$ cat src/rtl/fps_pkg.sv
package fps_pkg;
  localparam int BYTE_W = 8;

  localparam logic [BYTE_W-1:0] OP_PROGRAM = 8'h40;
  localparam logic [BYTE_W-1:0] OP_VERIFY  = 8'hC0;
  localparam logic [BYTE_W-1:0] OP_READ    = 8'h00;

  typedef enum logic [3:0] {
    ST_IDLE, ST_READY, ST_FETCH, ST_SETUP, ST_DATA, ST_PWAIT,
    ST_VCMD, ST_VWAIT, ST_READ, ST_CHECK, ST_EXIT
  } seq_state_t;

  typedef enum logic [1:0] {
    BP_IDLE, BP_SETUP, BP_ACTIVE, BP_HOLD
  } bus_phase_t;
endpackage

$ cat src/rtl/fps_bus.sv
module fps_bus
  import fps_pkg::*;
#(
  parameter int ADDR_W    = 17,
  parameter int WE_CYCLES = 3,
  parameter int OE_CYCLES = 4
) (
  input  logic              clk,
  input  logic              rst,
  input  logic              req,
  input  logic              rd,
  input  logic [ADDR_W-1:0] addr_i,
  input  logic [BYTE_W-1:0] data_i,
  output logic              ack,
  output logic [BYTE_W-1:0] rdata,
  output logic              ce_n,
  output logic              we_n,
  output logic              oe_n,
  output logic [ADDR_W-1:0] addr_o,
  output logic [BYTE_W-1:0] dq_o,
  output logic              dq_oe,
  input  logic [BYTE_W-1:0] dq_i
);
  localparam int PW = (WE_CYCLES > OE_CYCLES) ? WE_CYCLES : OE_CYCLES;
  localparam int CW = $clog2(PW + 1);
  localparam logic [CW-1:0] WE_LIM = CW'(WE_CYCLES - 1);
  localparam logic [CW-1:0] OE_LIM = CW'(OE_CYCLES - 1);

  bus_phase_t    phase;
  logic          rd_q;
  logic [CW-1:0] cnt;

  always_ff @(posedge clk) begin
    if (rst) begin
      phase  <= BP_IDLE;
      rd_q   <= 1'b0;
      cnt    <= '0;
      ack    <= 1'b0;
      rdata  <= '0;
      ce_n   <= 1'b1;
      we_n   <= 1'b1;
      oe_n   <= 1'b1;
      addr_o <= '0;
      dq_o   <= '0;
      dq_oe  <= 1'b0;
    end else begin
      ack <= 1'b0;
      case (phase)
        BP_IDLE: if (req) begin
          rd_q   <= rd;
          addr_o <= addr_i;
          dq_o   <= data_i;
          ce_n   <= 1'b0;
          dq_oe  <= ~rd;
          phase  <= BP_SETUP;
        end
        BP_SETUP: begin
          cnt <= '0;
          if (rd_q) oe_n <= 1'b0;
          else      we_n <= 1'b0;
          phase <= BP_ACTIVE;
        end
        BP_ACTIVE: begin
          cnt <= cnt + 1'b1;
          if (cnt == (rd_q ? OE_LIM : WE_LIM)) begin
            we_n <= 1'b1;
            oe_n <= 1'b1;
            if (rd_q) rdata <= dq_i;
            phase <= BP_HOLD;
          end
        end
        default: begin
          ce_n  <= 1'b1;
          dq_oe <= 1'b0;
          ack   <= 1'b1;
          phase <= BP_IDLE;
        end
      endcase
    end
  end
endmodule

$ cat src/rtl/fps_timer.sv
module fps_timer #(
  parameter int TW = 9
) (
  input  logic          clk,
  input  logic          rst,
  input  logic          load,
  input  logic [TW-1:0] val,
  output logic          fire
);
  logic [TW-1:0] cnt;
  logic          run;

  always_ff @(posedge clk) begin
    if (rst) begin
      cnt  <= '0;
      run  <= 1'b0;
      fire <= 1'b0;
    end else begin
      fire <= 1'b0;
      if (load) begin
        cnt <= val;
        run <= 1'b1;
      end else if (run) begin
        if (cnt <= TW'(1)) begin
          run  <= 1'b0;
          fire <= 1'b1;
        end else begin
          cnt <= cnt - 1'b1;
        end
      end
    end
  end
endmodule

$ cat src/rtl/fps_ctrl.sv
module fps_ctrl
  import fps_pkg::*;
#(
  parameter int ADDR_W      = 17,
  parameter int MAX_PULSES  = 25,
  parameter int PROG_WAIT   = 500,
  parameter int VERIFY_WAIT = 300,
  parameter int TW          = 9,
  parameter int PCW         = 5
) (
  input  logic              clk,
  input  logic              rst,
  input  logic              start,
  input  logic              flash_ready,
  input  logic [ADDR_W-1:0] last_addr,
  output logic              busy,
  output logic              done,
  output logic              pass,
  output logic              fail,
  output logic [ADDR_W-1:0] fail_addr,
  output logic              src_req,
  output logic [ADDR_W-1:0] cur_addr,
  input  logic              src_valid,
  input  logic [BYTE_W-1:0] src_data,
  output logic              bus_req,
  output logic              bus_rd,
  output logic [ADDR_W-1:0] bus_addr,
  output logic [BYTE_W-1:0] bus_data,
  input  logic              bus_ack,
  input  logic [BYTE_W-1:0] bus_rdata,
  output logic              tmr_load,
  output logic [TW-1:0]     tmr_val,
  input  logic              tmr_fire,
  output logic [PCW-1:0]    pulse_cnt
);
  seq_state_t        state;
  logic [ADDR_W-1:0] last_q;
  logic [BYTE_W-1:0] expect_q;
  logic              pend, ok_q;
  logic              on_bus, want_rd;
  logic [ADDR_W-1:0] want_addr;
  logic [BYTE_W-1:0] want_data;

  always_comb begin
    on_bus    = state inside {ST_SETUP, ST_DATA, ST_VCMD, ST_READ, ST_EXIT};
    want_rd   = (state == ST_READ);
    want_addr = (state == ST_EXIT) ? '0 : cur_addr;
    case (state)
      ST_SETUP: want_data = OP_PROGRAM;
      ST_DATA:  want_data = expect_q;
      ST_VCMD:  want_data = OP_VERIFY;
      default:  want_data = OP_READ;
    endcase
  end

  always_ff @(posedge clk) begin
    if (rst) begin
      state     <= ST_IDLE;
      busy      <= 1'b0;
      done      <= 1'b0;
      pass      <= 1'b0;
      fail      <= 1'b0;
      fail_addr <= '0;
      src_req   <= 1'b0;
      cur_addr  <= '0;
      last_q    <= '0;
      expect_q  <= '0;
      pend      <= 1'b0;
      ok_q      <= 1'b0;
      bus_req   <= 1'b0;
      bus_rd    <= 1'b0;
      bus_addr  <= '0;
      bus_data  <= '0;
      tmr_load  <= 1'b0;
      tmr_val   <= '0;
      pulse_cnt <= '0;
    end else begin
      bus_req  <= 1'b0;
      tmr_load <= 1'b0;
      done     <= 1'b0;
      if (on_bus && !pend) begin
        bus_req  <= 1'b1;
        pend     <= 1'b1;
        bus_rd   <= want_rd;
        bus_addr <= want_addr;
        bus_data <= want_data;
      end
      if (bus_ack) pend <= 1'b0;

      case (state)
        ST_IDLE: if (start) begin
          busy     <= 1'b1;
          pass     <= 1'b0;
          fail     <= 1'b0;
          cur_addr <= '0;
          last_q   <= last_addr;
          state    <= ST_READY;
        end
        ST_READY: if (flash_ready) begin
          src_req <= 1'b1;
          state   <= ST_FETCH;
        end
        ST_FETCH: if (src_valid) begin
          expect_q  <= src_data;
          src_req   <= 1'b0;
          pulse_cnt <= PCW'(1);
          state     <= ST_SETUP;
        end
        ST_SETUP: if (bus_ack) state <= ST_DATA;
        ST_DATA: if (bus_ack) begin
          tmr_load <= 1'b1;
          tmr_val  <= TW'(PROG_WAIT);
          state    <= ST_PWAIT;
        end
        ST_PWAIT: if (tmr_fire) state <= ST_VCMD;
        ST_VCMD: if (bus_ack) begin
          tmr_load <= 1'b1;
          tmr_val  <= TW'(VERIFY_WAIT);
          state    <= ST_VWAIT;
        end
        ST_VWAIT: if (tmr_fire) state <= ST_READ;
        ST_READ: if (bus_ack) state <= ST_CHECK;
        ST_CHECK: begin
          if (bus_rdata == expect_q) begin
            if (cur_addr == last_q) begin
              ok_q  <= 1'b1;
              state <= ST_EXIT;
            end else begin
              cur_addr <= cur_addr + 1'b1;
              src_req  <= 1'b1;
              state    <= ST_FETCH;
            end
          end else if (pulse_cnt == PCW'(MAX_PULSES)) begin
            ok_q      <= 1'b0;
            fail_addr <= cur_addr;
            state     <= ST_EXIT;
          end else begin
            pulse_cnt <= pulse_cnt + 1'b1;
            state     <= ST_SETUP;
          end
        end
        ST_EXIT: if (bus_ack) begin
          done  <= 1'b1;
          busy  <= 1'b0;
          pass  <= ok_q;
          fail  <= ~ok_q;
          state <= ST_IDLE;
        end
        default: state <= ST_IDLE;
      endcase
    end
  end
endmodule

$ cat src/rtl/flash_prog_seq.sv
module flash_prog_seq
  import fps_pkg::*;
#(
  parameter int ADDR_W      = 17,
  parameter int MAX_PULSES  = 25,
  parameter int PROG_WAIT   = 500,
  parameter int VERIFY_WAIT = 300,
  parameter int WE_CYCLES   = 3,
  parameter int OE_CYCLES   = 4
) (
  input  logic              clk,
  input  logic              rst,
  input  logic              start,
  input  logic              flash_ready,
  input  logic [ADDR_W-1:0] last_addr,
  output logic              busy,
  output logic              done,
  output logic              pass,
  output logic              fail,
  output logic [ADDR_W-1:0] fail_addr,
  output logic              src_req,
  output logic [ADDR_W-1:0] src_addr,
  input  logic              src_valid,
  input  logic [BYTE_W-1:0] src_data,
  output logic              fl_ce_n,
  output logic              fl_we_n,
  output logic              fl_oe_n,
  output logic [ADDR_W-1:0] fl_addr,
  output logic [BYTE_W-1:0] fl_dq_out,
  output logic              fl_dq_oe,
  input  logic [BYTE_W-1:0] fl_dq_in
);
  localparam int WAIT_MAX = (PROG_WAIT > VERIFY_WAIT) ? PROG_WAIT : VERIFY_WAIT;
  localparam int TW       = $clog2(WAIT_MAX + 1);
  localparam int PCW      = $clog2(MAX_PULSES + 1);

  logic              bus_req, bus_rd, bus_ack;
  logic [ADDR_W-1:0] bus_addr;
  logic [BYTE_W-1:0] bus_data, bus_rdata;
  logic              tmr_load, tmr_fire;
  logic [TW-1:0]     tmr_val;
  logic [PCW-1:0]    pulse_cnt;

  fps_ctrl #(
    .ADDR_W(ADDR_W), .MAX_PULSES(MAX_PULSES), .PROG_WAIT(PROG_WAIT),
    .VERIFY_WAIT(VERIFY_WAIT), .TW(TW), .PCW(PCW)
  ) u_ctrl (
    .clk(clk), .rst(rst), .start(start), .flash_ready(flash_ready),
    .last_addr(last_addr), .busy(busy), .done(done), .pass(pass),
    .fail(fail), .fail_addr(fail_addr), .src_req(src_req),
    .cur_addr(src_addr), .src_valid(src_valid), .src_data(src_data),
    .bus_req(bus_req), .bus_rd(bus_rd), .bus_addr(bus_addr),
    .bus_data(bus_data), .bus_ack(bus_ack), .bus_rdata(bus_rdata),
    .tmr_load(tmr_load), .tmr_val(tmr_val), .tmr_fire(tmr_fire),
    .pulse_cnt(pulse_cnt)
  );

  fps_bus #(
    .ADDR_W(ADDR_W), .WE_CYCLES(WE_CYCLES), .OE_CYCLES(OE_CYCLES)
  ) u_bus (
    .clk(clk), .rst(rst), .req(bus_req), .rd(bus_rd), .addr_i(bus_addr),
    .data_i(bus_data), .ack(bus_ack), .rdata(bus_rdata), .ce_n(fl_ce_n),
    .we_n(fl_we_n), .oe_n(fl_oe_n), .addr_o(fl_addr), .dq_o(fl_dq_out),
    .dq_oe(fl_dq_oe), .dq_i(fl_dq_in)
  );

  fps_timer #(.TW(TW)) u_timer (
    .clk(clk), .rst(rst), .load(tmr_load), .val(tmr_val), .fire(tmr_fire)
  );
endmodule

$ cat config.mk
export PLATFORM = sky130hd
export DESIGN_NAME = flash_prog_seq
export DESIGN_NICKNAME = d
export VERILOG_FILES = /design/src/rtl/fps_pkg.sv /design/src/rtl/fps_bus.sv /design/src/rtl/fps_timer.sv /design/src/rtl/fps_ctrl.sv /design/src/rtl/flash_prog_seq.sv
export SDC_FILE = /design/constraint.sdc
export NUM_CORES = 1
export LEC_CHECK = 0
export ABC_AREA = 0
export BUFFER_PORTS_ARGS = -buffer_cell sky130_fd_sc_hd__buf_2
export CORE_MARGIN = 10
export CORE_UTILIZATION = 45
export DETAILED_ROUTE_END_ITERATION = 10
export GPL_TIMING_DRIVEN = 0
export PLACE_DENSITY = 0.72
export RECOVER_POWER = 100
export SLEW_MARGIN = 0
export SYNTH_ARGS = -nofsm -noshare
export SYNTH_HDL_FRONTEND = slang
export SYNTH_HIERARCHICAL = 1
export SYNTH_SLANG_ARGS = --single-unit
$ cat constraint.sdc
create_clock -name clk -period 2.4 [get_ports clk]
set_clock_uncertainty 0.05 [all_clocks]
set_input_delay 0.24 -clock clk [delete_from_list [all_inputs] [get_ports clk]]
set_output_delay 0.24 -clock clk [all_outputs]
set_load 0.005 [all_outputs]
# Word level (Yosys, flattened, before mapping)
# Index checks and enable logic that the tools add are counted.
op_classes:
  magnitude_cmp: 1
  mux: 67
  reduce_logical: 37
  n_bitwise: 7
  addsub: 4
  n_eq_ne: 36
ops:
  columns: ["cell", "n"]
  rows:
  - ["$mux 17", 4]
  - ["$mux 4", 13]
  - ["$mux 9", 5]
  - ["$pmux 4 s11", 1]
  - ["$pmux 17 s2", 1]
  - ["$mux 1", 25]
  - ["$pmux 8 s3", 1]
  - ["$reduce_and 3->1", 7]
  - ["$ne 2x1->1 const B", 10]
  - ["$ne 2x2->1 const B", 10]
  - ["$pmux 9 s2", 1]
  - ["$add 17x1->17 const B", 1]
  - ["$eq 17x17->1", 1]
  - ["$eq 4x3->1 const B", 4]
  - ["$mux 5", 3]
  - ["$pmux 1 s2", 7]
  - ["$reduce_bool 2->1", 7]
  - ["$eq 4x4->1 const B", 3]
  - ["$reduce_and 2->1", 6]
  - ["$pmux 5 s2", 1]
  - ["$reduce_and 10->1", 1]
  - ["$reduce_or 2->1", 5]
  - ["$le 9x1->1 const B", 1]
  - ["$sub 9x1->9 const B", 1]
  - ["23 further kinds", 33]
totals:
  ff_bits: 167
  inputBits: 38

# Depth between registers and ports, before layout
# Gate-level depths: netlist of run 1.
logic_depth:
  depth_word: 4
  mapped_depth: 9
  mapped_depth_nobuf: 6

# Cells and area by module
# Netlist of run 1, hierarchy kept.
modules_own_cells:
  columns: ["mod", "cells_per_inst", "area_per_inst_um2", "seq_area_each_um2", "n_inst"]
  rows:
  - ["fps_ctrl", 542, 4530.6, 2122.0, 1]
  - ["fps_bus", 204, 1755.4, 880.8, 1]
  - ["fps_timer", 73, 628.1, 220.2, 1]

# Worst setup path after synthesis of run 1
# Ideal clock, no wire load.
synth_timing:
  path_type: "register -> register"
  startpoint: "reg u_ctrl.state[0]"
  endpoint: "reg u_ctrl.cur_addr[16]"
  required_ns: 2.280
  path_buffers: 1
  synth_period_minus_slack_ns: 2.225
  slack_ns: 0.175
  setup_time_ns: 0.070
  t_arrival_ns: 2.105
  stages_incl_launch_ff: 8
  cell_sequence: "dfxtp_1 > buf_6 > or3b_4 > a21oi_2 > nand3_1 > or4_1 > or4_1 > a21oi_1"
synth_between:
  elab_chain_len: 3
  word_cells_on_any_way: 8
synth_lines:
  columns: ["element", "line_no", "rtl"]
  rows:
  - ["start: declaration", "fps_ctrl.sv:36", "seq_state_t state;"]
  - ["start signal: assignment", "fps_ctrl.sv:58", "state <= ST_IDLE;"]
  - ["start signal: assignment", "fps_ctrl.sv:97", "state <= ST_READY;"]
  - ["start signal: assignment", "fps_ctrl.sv:101", "state <= ST_FETCH;"]
  - ["$eq 4x4->1 or $logic_not 4->1 (tied branches)", "fps_ctrl.sv:90", "case (state)"]
  - ["$ne 2x1->1 (no line), or another cell as far along", null, null]
  - ["$reduce_and 4->1 (no line)", null, null]
  - ["end signal: assignment", "fps_ctrl.sv:129", "cur_addr <= cur_addr + 1'b1;"]
  - ["end: declaration", "fps_ctrl.sv:22", "output logic [ADDR_W-1:0] cur_addr,"]
# Several ways; a longest one is shown, not always the timed one.
# A chain may end at the register's enable or synchronous reset.

# Final worst setup path of run 1
# Ends and elaborated chain as after synthesis.

==> flow_summary.yaml, run 1 <==
global_routing:
  first_global_vias: 5977
  globalRouteOverflowTotal: 0
  grt_util_met2_pct: 30.0
  maximum_number_of_pins_on_one_net_before_global_route_repair: 17
  met1_usage_pct: 23.0
  global_route.usage.met3_pct: 4.85
  grt_antenna_before_repair: 1
  grt_util_all_layers_pct: 18.5
  global_route_wire_length_before_repair_mm: 30.7
  grt.busiest_layer: "met2"
power_and_ir_drop:
  post-layout-total-power_mw: 6.26
  leakagePower_nw: 3.16
  power_density_mw_per_mm2: 729
  vdd.ir_drop.worst_mv: 0.532
setup_path:
  setup.worst_path.end_class: "register"
  cp-startpoint: "u_ctrl/state[0]"
  r2r_cells: 7
  cp_data_required_time_ns: 2.71
  worst_ep_arrival_time_ns: 2.65
  critical_path.max_fanout: 10
  setup.worst_path.class: "register to register"
  worst_path_max_delay_cell: "sky130_fd_sc_hd__or4_4"
  critical_path.n_buffers_inverters: 1
  cp-start-kind: "register"
  worst_r2r_startpoint: "u_ctrl/state[0]"
  family_of_cells_with_the_greatest_summed_delay_on_the_critical_path: "simple AND/OR/NAND/NOR gates"
  timing.critical_path.mode_cell: "sky130_fd_sc_hd__or4_4"
  crit_cells: 7
  cpPeakStageDelay_ns: 0.53
  worstPathCellList: "buf_6, or3b_4, a21oi_4, nand3_2, or4_4, or4_4, a21oi_2"
synth:
  yosysTopAreaCell: "sky130_fd_sc_hd__dfxtp_1"
  synth.distinct_cells: 64
  ys_dominant_reg_cell: "sky130_fd_sc_hd__dfxtp_1"
  post_synth.cell_area_avg_um2: 8.44
  synth-edff-count: 0
  postSynthRegisterBits: 161
  synth_seq_area_share_pct: 46.6
  synth.yosys.warnings: 6
  postSynthCellCount: 819
  summed_instance_area_of_the_synthesized_netlist_mm2: 0.00691
  asyncSetResetFlopFracSynth_pct: 0
  ys_top_cells_by_area: "sky130_fd_sc_hd__dfxtp_1 (47%), sky130_fd_sc_hd__nand2_1 (9.0%), sky130_fd_sc_hd__a21oi_1 (7.2%)"
  yosys.area.top_type_share_pct: 46.6
cts:
  cts_htree_levels: 4
  clock-sinks: 161
  cts_root_buf: "sky130_fd_sc_hd__clkbuf_16"
  tritoncts_buffer_count: 17
  clk_transition_reported_paths_ns: 0.06
  tritoncts: "built"
  clock_tree.buffer_depth: 2
  clkLatencyLatePin_ns: 0.43
route:
  route.detailed.vias_per_inst: 5.45
  route.detailed.drc: 0
  vias: 6384
  post_drt_wl_per_cell_um: 16.3
  detailedRoute.firstIterationViolations: 615
  antenna_violating_nets_post_route: 0
  route.final.wire_length_mm: 19.1
  first_pass_iters: 6
layout:
  syn_to_final_growth_pct: 24.3
  post_route_cells_drive_above_1_share_pct: 15.3
  fill_cells: 1370
  insertedDiodeCount: 0
  layout.nets: 1019
placement:
  buffer_ports.inserted: 105
  routability_congestion: 0.884
  detailedPlacementHpwl_mm: 13.5
min_path:
  holdPathStages: 3
  hold_path.startpoint: "src_data[1]"
  holdCritPathClass: "input port to register"
floorplan:
  die_area_mm2: 0.0207
  num_rows: 45
  core-area_mm2: 0.0151
  start_util_pct: 45.7
  die_h_um: 144
  ioPinCount: 106
  die_width_um: 144
timing:
  number_of_pins_exceeding_their_max_slew_limit_in_the_final_report: 0
  max-slew-margin-rel_pct: 48.4
  report.final.hold_viol_count: 0
  finalCritPeriodShare_pct: 97.5
  max_slew.worst_pin.slew_ns: 0.768
  setup-violations-final: 0
  period_minus_slack_ns: 2.34
  timing.hold.ws_ns: 0.0166
  setup_total_negative_slack_ns: 0
  clock.fmax_ghz: 0.427
outcome:
  outcome: "finished, final reports clean"
job:
  drv.max_cap_violation_count: 0
synth_stat cells, drive strengths merged (5+ instances only):
| library cell | instances |
|---|---|
| a211oi | 10 |
| a21oi | 101 |
| a22o | 23 |
| buf | 20 |
| clkbuf | 37 |
| dfxtp | 161 |
| ha | 10 |
| inv | 17 |
| mux2i | 17 |
| nand2 | 165 |
| nand2b | 8 |
| nand3 | 17 |
| nand4 | 18 |
| nor2 | 59 |
| nor2b | 5 |
| nor3 | 7 |
| nor4 | 6 |
| o211ai | 7 |
| o21ai | 23 |
| or3 | 17 |
| or4 | 8 |
| xnor2 | 24 |
| xor2 | 9 |
kinds of logic (layout without fill, tap and decap cells):
logic type               Yosys count  count (layout)  share of synthesized area (%)
other                              1               2                         0.0542
AO/OA/AOI/OAI                    188             188                           16.6
XOR/XNOR                          33              33                           4.18
AND/OR/NAND/NOR                  333             333                           22.8
flip-flops                       161             161                           46.6
adder cells (fa/ha/maj)           10              10                           1.81
buffers and inverters             74             238                           5.12
multiplexers                      19              19                           2.79
placed cells by master, fill, tap and decap left out, drive strengths merged, types with 18 or more instances in the layout:
cell / netlist / final
nand2: 165 / 165
dfxtp: 161 / 161
clkbuf: 37 / 106
a21oi: 101 / 101
buf: 20 / 79
nor2: 59 / 59
dlygate4sd3: 0 / 25
xnor2: 24 / 24
a22o: 23 / 23
o21ai: 23 / 23
inv: 17 / 19
nand4: 18 / 18
final cells by class:
cell class | instances | area [um^2] | share of cell area, %
buffer | 56 | 293 | 3.41
clock buffer | 21 | 460 | 5.36
clock inverter | 11 | 154 | 1.79
inverter | 17 | 66.3 | 0.772
multi-input combinational | 585 | 3420 | 39.7
sequential | 161 | 3230 | 37.6
tap | 188 | 235 | 2.74
timing repair buffer | 133 | 737 | 8.58
metal layers:
metal	wire length [um]	vias up
met5	13	-
met4	318	2
met3	1290	34
met2	9060	245
met1	8430	2956
li1	-	3147
worst paths after layout:
check	endpoint	slack [ns]
min reg2reg	u_bus/addr_o[2]	0.40
max reg2reg	u_ctrl/cur_addr[16]	0.06
max	u_ctrl/cur_addr[16]	0.06
min	u_ctrl/expect_q[1]	0.02
stage by stage:
| stage | util [%] | setup WS [ns] | cells | cell area (um^2) |
|---|---|---|---|---|
| after CTS | 56.6 | 0.00317 | 1169 | 8580 |
| after global placement | 50.7 | -0.433 | 1113 | 7680 |
| after floorplan | - | 0.175 | 820 | 6920 |
| after detailed placement | 50.7 | -0.475 | 1113 | 7680 |
| after global routing | 56.7 | -0.0340 | 1172 | 8590 |
| final | 56.7 | 0.0594 | 1172 | 8590 |
state kept, by name (all words and copies together) (netlist names), 2 cells and up:
name / count
u_ctrl/last_q: 17
u_timer/cnt: 9
u_bus/dq_o: 8
u_bus/addr_o: 17
u_ctrl/bus_addr: 17
u_ctrl/fail_addr: 17
u_ctrl/state: 4
u_ctrl/cur_addr: 17
u_bus/phase: 2
u_ctrl/expect_q: 8
u_ctrl/bus_data: 8
u_bus/cnt: 3
u_bus/rdata: 8
u_ctrl/pulse_cnt: 5
u_ctrl/tmr_val: 3
report_power, final:
group	total [mW]	switching [mW]	internal, mW
sequential	2.79	0.0556	2.74
combinational	0.665	0.404	0.261
clock	2.80	1.10	1.70
total	6.26	1.56	4.70
worst min-delay path, cell delays in order:
cell and delay, ns:
sky130_fd_sc_hd__buf_2 0.10, sky130_fd_sc_hd__nand2_1 0.05, sky130_fd_sc_hd__a21oi_1 0.05
timing repair:
action                                 in CTS  in global routing
endpoints found under the hold margin      25                  0
cloned                                      0                  0
buffers inserted                            0                  3
pin swaps                                   0                  2
hold buffers                               25                  0
resized for setup                          16                 27
setup endpoints to repair                  49                 51
(Power assumes the default switching activity.)
==> inputs of run 2 (changes only) <==
--- a/config.mk
+++ b/config.mk
@@ -6,12 +6,12 @@
 export NUM_CORES = 1
 export LEC_CHECK = 0
 export ABC_AREA = 0
-export BUFFER_PORTS_ARGS = -buffer_cell sky130_fd_sc_hd__buf_2
 export CORE_MARGIN = 10
 export CORE_UTILIZATION = 45
 export DETAILED_ROUTE_END_ITERATION = 10
+export DONT_BUFFER_PORTS = 1
 export GPL_TIMING_DRIVEN = 0
-export PLACE_DENSITY = 0.72
+export PLACE_DENSITY = 0.66
 export RECOVER_POWER = 100
 export SLEW_MARGIN = 0
 export SYNTH_ARGS = -nofsm -noshare
==> flow_summary.yaml, run 2 (synthesis gave the netlist of run 1 again) <==
route:
  first_pass_iters: 5
  post_drt_wl_per_cell_um: 17.7
  vias: 5979
  route.final.wire_length_mm: 19.0
  routed.top_layer: "met4"
  detailedRoute.firstIterationViolations: 424
  dr_wl_met3_mm: 1.58
  m1WireLength_mm: 8.18
  antenna_violating_nets_post_route: 0
  route.detailed.drc: 0
  routed-wl-met2_mm: 8.89
  route.detailed.vias_per_inst: 5.55
layout:
  syn_to_final_growth_pct: 18.1
  stdcell_area_mm2: 0.00817
  layoutNonFillerInstCount: 1077
  layout.cells.most_common_list: "sky130_fd_sc_hd__nand2_1 (165), sky130_fd_sc_hd__dfxtp_1 (152), sky130_fd_sc_hd__a21oi_1 (100)"
  fill_cells: 1393
  insertedDiodeCount: 0
  post_route_cells_drive_above_1_share_pct: 9.79
  layout.nets: 924
  layout.cells.most_common: "sky130_fd_sc_hd__nand2_1"
setup_path:
  worst_ep_arrival_time_ns: 2.65
  critical_path.max_fanout: 10
  cpPeakStageDelay_ns: 0.54
  worstPathCellList: "buf_2, or2_2, a21oi_4, nand3_2, or4_4, or4_1, a21oi_1"
  rrSetupSlack_ns: 0.07
  setup.worst_path.class: "register to register"
  setup.worst_path.end_class: "register"
  cp_data_required_time_ns: 2.71
  worst_path_max_delay_cell: "sky130_fd_sc_hd__or4_4"
  cp-start-kind: "register"
  family_of_cells_with_the_greatest_summed_delay_on_the_critical_path: "simple AND/OR/NAND/NOR gates"
  critical_path.n_buffers_inverters: 1
  r2r_cells: 7
  worst_r2r_startpoint: "u_ctrl/state[2]"
  regToRegEndpoint: "u_ctrl/cur_addr[16]"
cts:
  clock_tree.buffer_depth: 2
  clock-sinks: 161
  tritoncts: "built"
  tritoncts_buffer_count: 17
  clk_transition_reported_paths_ns: 0.06
  clkLatencyLatePin_ns: 0.43
  cts_htree_levels: 4
  cts_root_buf: "sky130_fd_sc_hd__clkbuf_16"
floorplan:
  start_util_pct: 45.7
  die_h_um: 144
  num_rows: 45
  die_area_mm2: 0.0207
  die_width_um: 144
  core-area_mm2: 0.0151
  ioPinCount: 106
min_path:
  hold_end: "u_ctrl/bus_data[5]"
  holdCritPathClass: "input port to register"
  holdPathStages: 2
  hold_path.startpoint: "rst"
global_routing:
  grt_antenna_before_repair: 0
  globalRouteOverflowTotal: 0
  global_route_wire_length_before_repair_mm: 30.0
  first_global_vias: 5668
  maximum_number_of_pins_on_one_net_before_global_route_repair: 17
  grt_util_all_layers_pct: 18.4
placement:
  placement.cell_area_mm2: 0.00715
  detailedPlacementHpwl_mm: 13.6
  dp_cell_count: 1008
  routability_congestion: 0.907
  buffer_ports.inserted: 0
timing:
  setup-violations-final: 0
  clock.fmax_ghz: 0.428
  finalCritPeriodShare_pct: 97.3
  report.final.hold_viol_count: 0
  max_slew.worst_pin.slew_ns: 0.730
  period_minus_slack_ns: 2.33
  max-slew-margin-rel_pct: 50.9
  number_of_pins_exceeding_their_max_slew_limit_in_the_final_report: 0
power_and_ir_drop:
  leakagePower_nw: 2.85
  power_density_mw_per_mm2: 739
  vdd.ir_drop.worst_mv: 0.491
outcome:
  outcome: "finished, final reports clean"
job:
  drv.max_cap_violation_count: 0
## run 2: through the flow
step                      total power [mW]  util (%)  setup TNS [ns]  hold slack (ns)  setup WS, ns
after floorplan                       3.25         -               0            0.259         0.175
after global placement                3.39      47.2          -12.64            0.266        -0.539
after detailed placement              3.39      47.2          -12.07            0.267        -0.534
after CTS                             6.05      53.6               0           0.0295       0.00287
after global routing                  6.27      53.9         -0.0112           0.0479      -0.00654
final                                 6.03      53.9               0           0.0368        0.0654
## run 2: timing repair
item                                    CTS  global route
pin swaps                                 0             4
setup buffers                             0             3
hold buffers                             34             0
endpoints found under the hold margin    34             0
endpoints found under the setup margin   49            50
resized for setup                        18            29
## run 2: layout make-up
cell class,count,area (um^2),share of cell area (%)
Timing Repair Buffer,37,363,4.44
Clock buffer,25,495,6.07
Tap cell,188,235,2.88
Buffer,57,299,3.66
Multi-Input combinational cell,585,3400,41.6
Clock inverter,7,75.1,0.919
Sequential cell,161,3230,39.6
Inverter,17,66.3,0.812
## run 2: power breakdown
group | switching [mW] | internal [mW] | leakage [nW]
sequential | 0.0623 | 2.74 | 1.30
clock | 1.06 | 1.54 | 0.270
combinational | 0.387 | 0.246 | 1.28
## run 2: how the worst max path moves through the flow
stage / from / end / slack, ns / depth (start not counted)
after floorplan: u_ctrl/state[0] / u_ctrl/cur_addr[16] / 0.17 / 7
after global placement: u_ctrl/cur_addr[2] / u_ctrl/cur_addr[13] / -0.54 / 9
after detailed placement: u_ctrl/cur_addr[2] / u_ctrl/cur_addr[11] / -0.53 / 9
after CTS: u_ctrl/cur_addr[1] / u_ctrl/cur_addr[11] / 0.003 / 8
after global routing: u_ctrl/state[2] / u_ctrl/cur_addr[16] / -0.007 / 7
final: u_ctrl/state[2] / u_ctrl/cur_addr[16] / 0.07 / 7
## run 2: layer usage
| layer | up-vias | global-route usage (%) |
|---|---|---|
| li1 | 2959 | - |
| met1 | 2775 | 22.4 |
| met2 | 211 | 29.5 |
| met3 | 34 | 5.97 |
| met4 | 0 | 6.66 |
| met5 | - | 0 |
==> inputs of run 3 (changes only) <==
--- a/config.mk
+++ b/config.mk
@@ -6,12 +6,14 @@
 export NUM_CORES = 1
 export LEC_CHECK = 0
 export ABC_AREA = 0
+export CELL_PAD_IN_SITES_DETAIL_PLACEMENT = 1
+export CELL_PAD_IN_SITES_GLOBAL_PLACEMENT = 1
 export CORE_MARGIN = 10
-export CORE_UTILIZATION = 45
+export CORE_UTILIZATION = 43
 export DETAILED_ROUTE_END_ITERATION = 10
 export DONT_BUFFER_PORTS = 1
 export GPL_TIMING_DRIVEN = 0
-export PLACE_DENSITY = 0.66
+export PLACE_DENSITY = 0.8
 export RECOVER_POWER = 100
 export SLEW_MARGIN = 0
 export SYNTH_ARGS = -nofsm -noshare
==> flow_summary.yaml, run 3 (synthesis gave the netlist of run 1 again) <==
outcome:
  outcome: "finished, final reports clean"
cts:
  clock-sinks: 161
  tritoncts: "built"
  cts_htree_levels: 4
  clk_transition_reported_paths_ns: 0.06
  tritoncts_buffer_count: 17
  clock_tree.buffer_depth: 2
  clkLatencyLatePin_ns: 0.43
  cts_root_buf: "sky130_fd_sc_hd__clkbuf_16"
timing:
  clock.fmax_ghz: 0.422
  setup-violations-final: 0
  finalCritPeriodShare_pct: 98.7
  setup_total_negative_slack_ns: 0
  timing.hold.ws_ns: 0.0255
  report.final.hold_viol_count: 0
  period_minus_slack_ns: 2.37
  max_slew.worst_pin.slew_ns: 0.741
  rsz0062_at_grt: "true"
  number_of_pins_exceeding_their_max_slew_limit_in_the_final_report: 0
  max-slew-margin-rel_pct: 50.2
setup_path:
  worst_r2r_startpoint: "u_ctrl/expect_q[4]"
  critical_path.max_fanout: 10
  cp-start-kind: "register"
  setup.worst_path.class: "register to register"
  cp_data_required_time_ns: 2.71
  rrSetupSlack_ns: 0.03
  r2r_cells: 8
  worst_ep_arrival_time_ns: 2.68
  setup.worst_path.end_class: "register"
  regToRegEndpoint: "u_ctrl/cur_addr[10]"
power_and_ir_drop:
  clock_power_share_pct: 42.6
  netSwitchingFraction_pct: 27.2
  comb_power_share_pct: 11.2
  share_seq_of_total_power_pct: 46.2
  vdd.ir_drop.worst_mv: 0.435
  switching_power_mw: 1.65
  cellInternalPower_mw: 4.42
  leakagePower_nw: 2.86
  post-layout-total-power_mw: 6.08
  power_density_mw_per_mm2: 738
job:
  drv.max_cap_violation_count: 0
layout:
  layout.cells.most_common_list: "sky130_fd_sc_hd__nand2_1 (165), sky130_fd_sc_hd__dfxtp_1 (154), sky130_fd_sc_hd__a21oi_1 (99)"
  layout.nets: 924
  insertedDiodeCount: 0
  syn_to_final_growth_pct: 19.1
  post_route_cells_drive_above_1_share_pct: 11.0
  layout.cells.most_common: "sky130_fd_sc_hd__nand2_1"
route:
  post_drt_wl_per_cell_um: 20.7
  vias: 6310
  detailedRoute.firstIterationViolations: 494
  antenna_violating_nets_post_route: 0
  first_pass_iters: 5
  route.final.wire_length_mm: 22.9
  route.detailed.drc: 0
  route.detailed.vias_per_inst: 5.71
min_path:
  holdPathStages: 2
  hold_end: "u_ctrl/bus_data[3]"
  holdCritPathClass: "input port to register"
  hold_path.startpoint: "rst"
floorplan:
  die_width_um: 147
  ioPinCount: 106
  core-area_mm2: 0.0158
  die_area_mm2: 0.0216
  die_h_um: 147
  start_util_pct: 43.7
  num_rows: 46
global_routing:
  grt_util_all_layers_pct: 20.7
  grt_antenna_before_repair: 0
  global_route_wire_length_before_repair_mm: 36.3
  maximum_number_of_pins_on_one_net_before_global_route_repair: 17
  first_global_vias: 6550
  globalRouteOverflowTotal: 0
placement:
  routability_congestion: 0.914
  detailedPlacementHpwl_mm: 15.9
  buffer_ports.inserted: 0
[run 3: cell types whose count changed in the layout (fill, tap and decap cells not counted), moves of 3 or more]
cell | before | now
sky130_fd_sc_hd__clkbuf_1 | 35 | 30
sky130_fd_sc_hd__clkbuf_8 | 5 | 1
sky130_fd_sc_hd__clkinv_2 | 1 | 4
sky130_fd_sc_hd__inv_6 | 1 | 5
[run 3: how the worst max path moves through the flow]
stage,from,to,slack [ns],cells past startpoint
floorplan,u_ctrl/state[0],u_ctrl/cur_addr[16],0.17,7
global placement,u_ctrl/cur_addr[2],u_ctrl/cur_addr[11],-0.48,9
detailed placement,u_ctrl/cur_addr[2],u_ctrl/cur_addr[12],-0.59,9
CTS,u_ctrl/state[0],u_ctrl/cur_addr[16],0.002,7
global route,u_bus/rdata[2],u_ctrl/cur_addr[10],-0.07,7
finish,u_ctrl/expect_q[4],u_ctrl/cur_addr[10],0.03,8
[run 3: repair_timing]
| item | CTS | global route |
|---|---|---|
| pin swaps | 0 | 9 |
| setup buffers | 1 | 2 |
| gates resized for setup | 24 | 36 |
| hold buffers | 34 | 0 |
| hold endpoints to repair | 34 | 0 |
| cloned | 0 | 0 |
| endpoints found under the setup margin | 49 | 56 |
[run 3: cell type report]
class	instances	area (um^2)
plain buffers	57	304
clock buffers	17	425
clock inverters	15	133
fillers	1846	7590
inverters	17	66.3
multi-input cells	585	3440
flip-flops and latches	161	3230
well taps	216	270
repair buffers	37	363
[run 3: worst max-delay path, stage by stage (launching register included)]
cell and delay (ns):
sky130_fd_sc_hd__dfxtp_1 0.44, sky130_fd_sc_hd__xnor2_2 0.16, sky130_fd_sc_hd__nand4_1 0.16, sky130_fd_sc_hd__buf_4 0.19
sky130_fd_sc_hd__o21a_1 0.22, sky130_fd_sc_hd__buf_2 0.21, sky130_fd_sc_hd__or3_1 0.41, sky130_fd_sc_hd__or3_1 0.31
sky130_fd_sc_hd__a21oi_1 0.14
[run 3: power by group through the flow]
stage	logic, mW	clock network [mW]	registers [mW]
after floorplan	0.413	0	2.84
after global placement	0.523	0	2.86
after detailed placement	0.549	0	2.86
after CTS	0.627	2.64	2.80
after global routing	0.740	2.75	2.82
final	0.678	2.59	2.81
[run 3: layer usage]
| layer | up-vias | wire, um | GRT usage [%] |
|---|---|---|---|
| li1 | 2960 | - | - |
| met1 | 3076 | 9080 | 22.9 |
| met2 | 227 | 11800 | 37.2 |
| met3 | 47 | 1490 | 5.80 |
| met4 | 0 | 500 | 7.06 |
| met5 | - | 0 | 0 |
[run 3: stage by stage]
stage	util, %	std cells	cell area (um^2)	setup slack, ns
after floorplan	-	820	6920	0.175
after global placement	45.4	1036	7190	-0.479
after detailed placement	45.4	1036	7190	-0.586
after CTS	51.5	1103	8160	0.00212
after global routing	52.0	1105	8240	-0.0682
final	52.0	1105	8240	0.0319
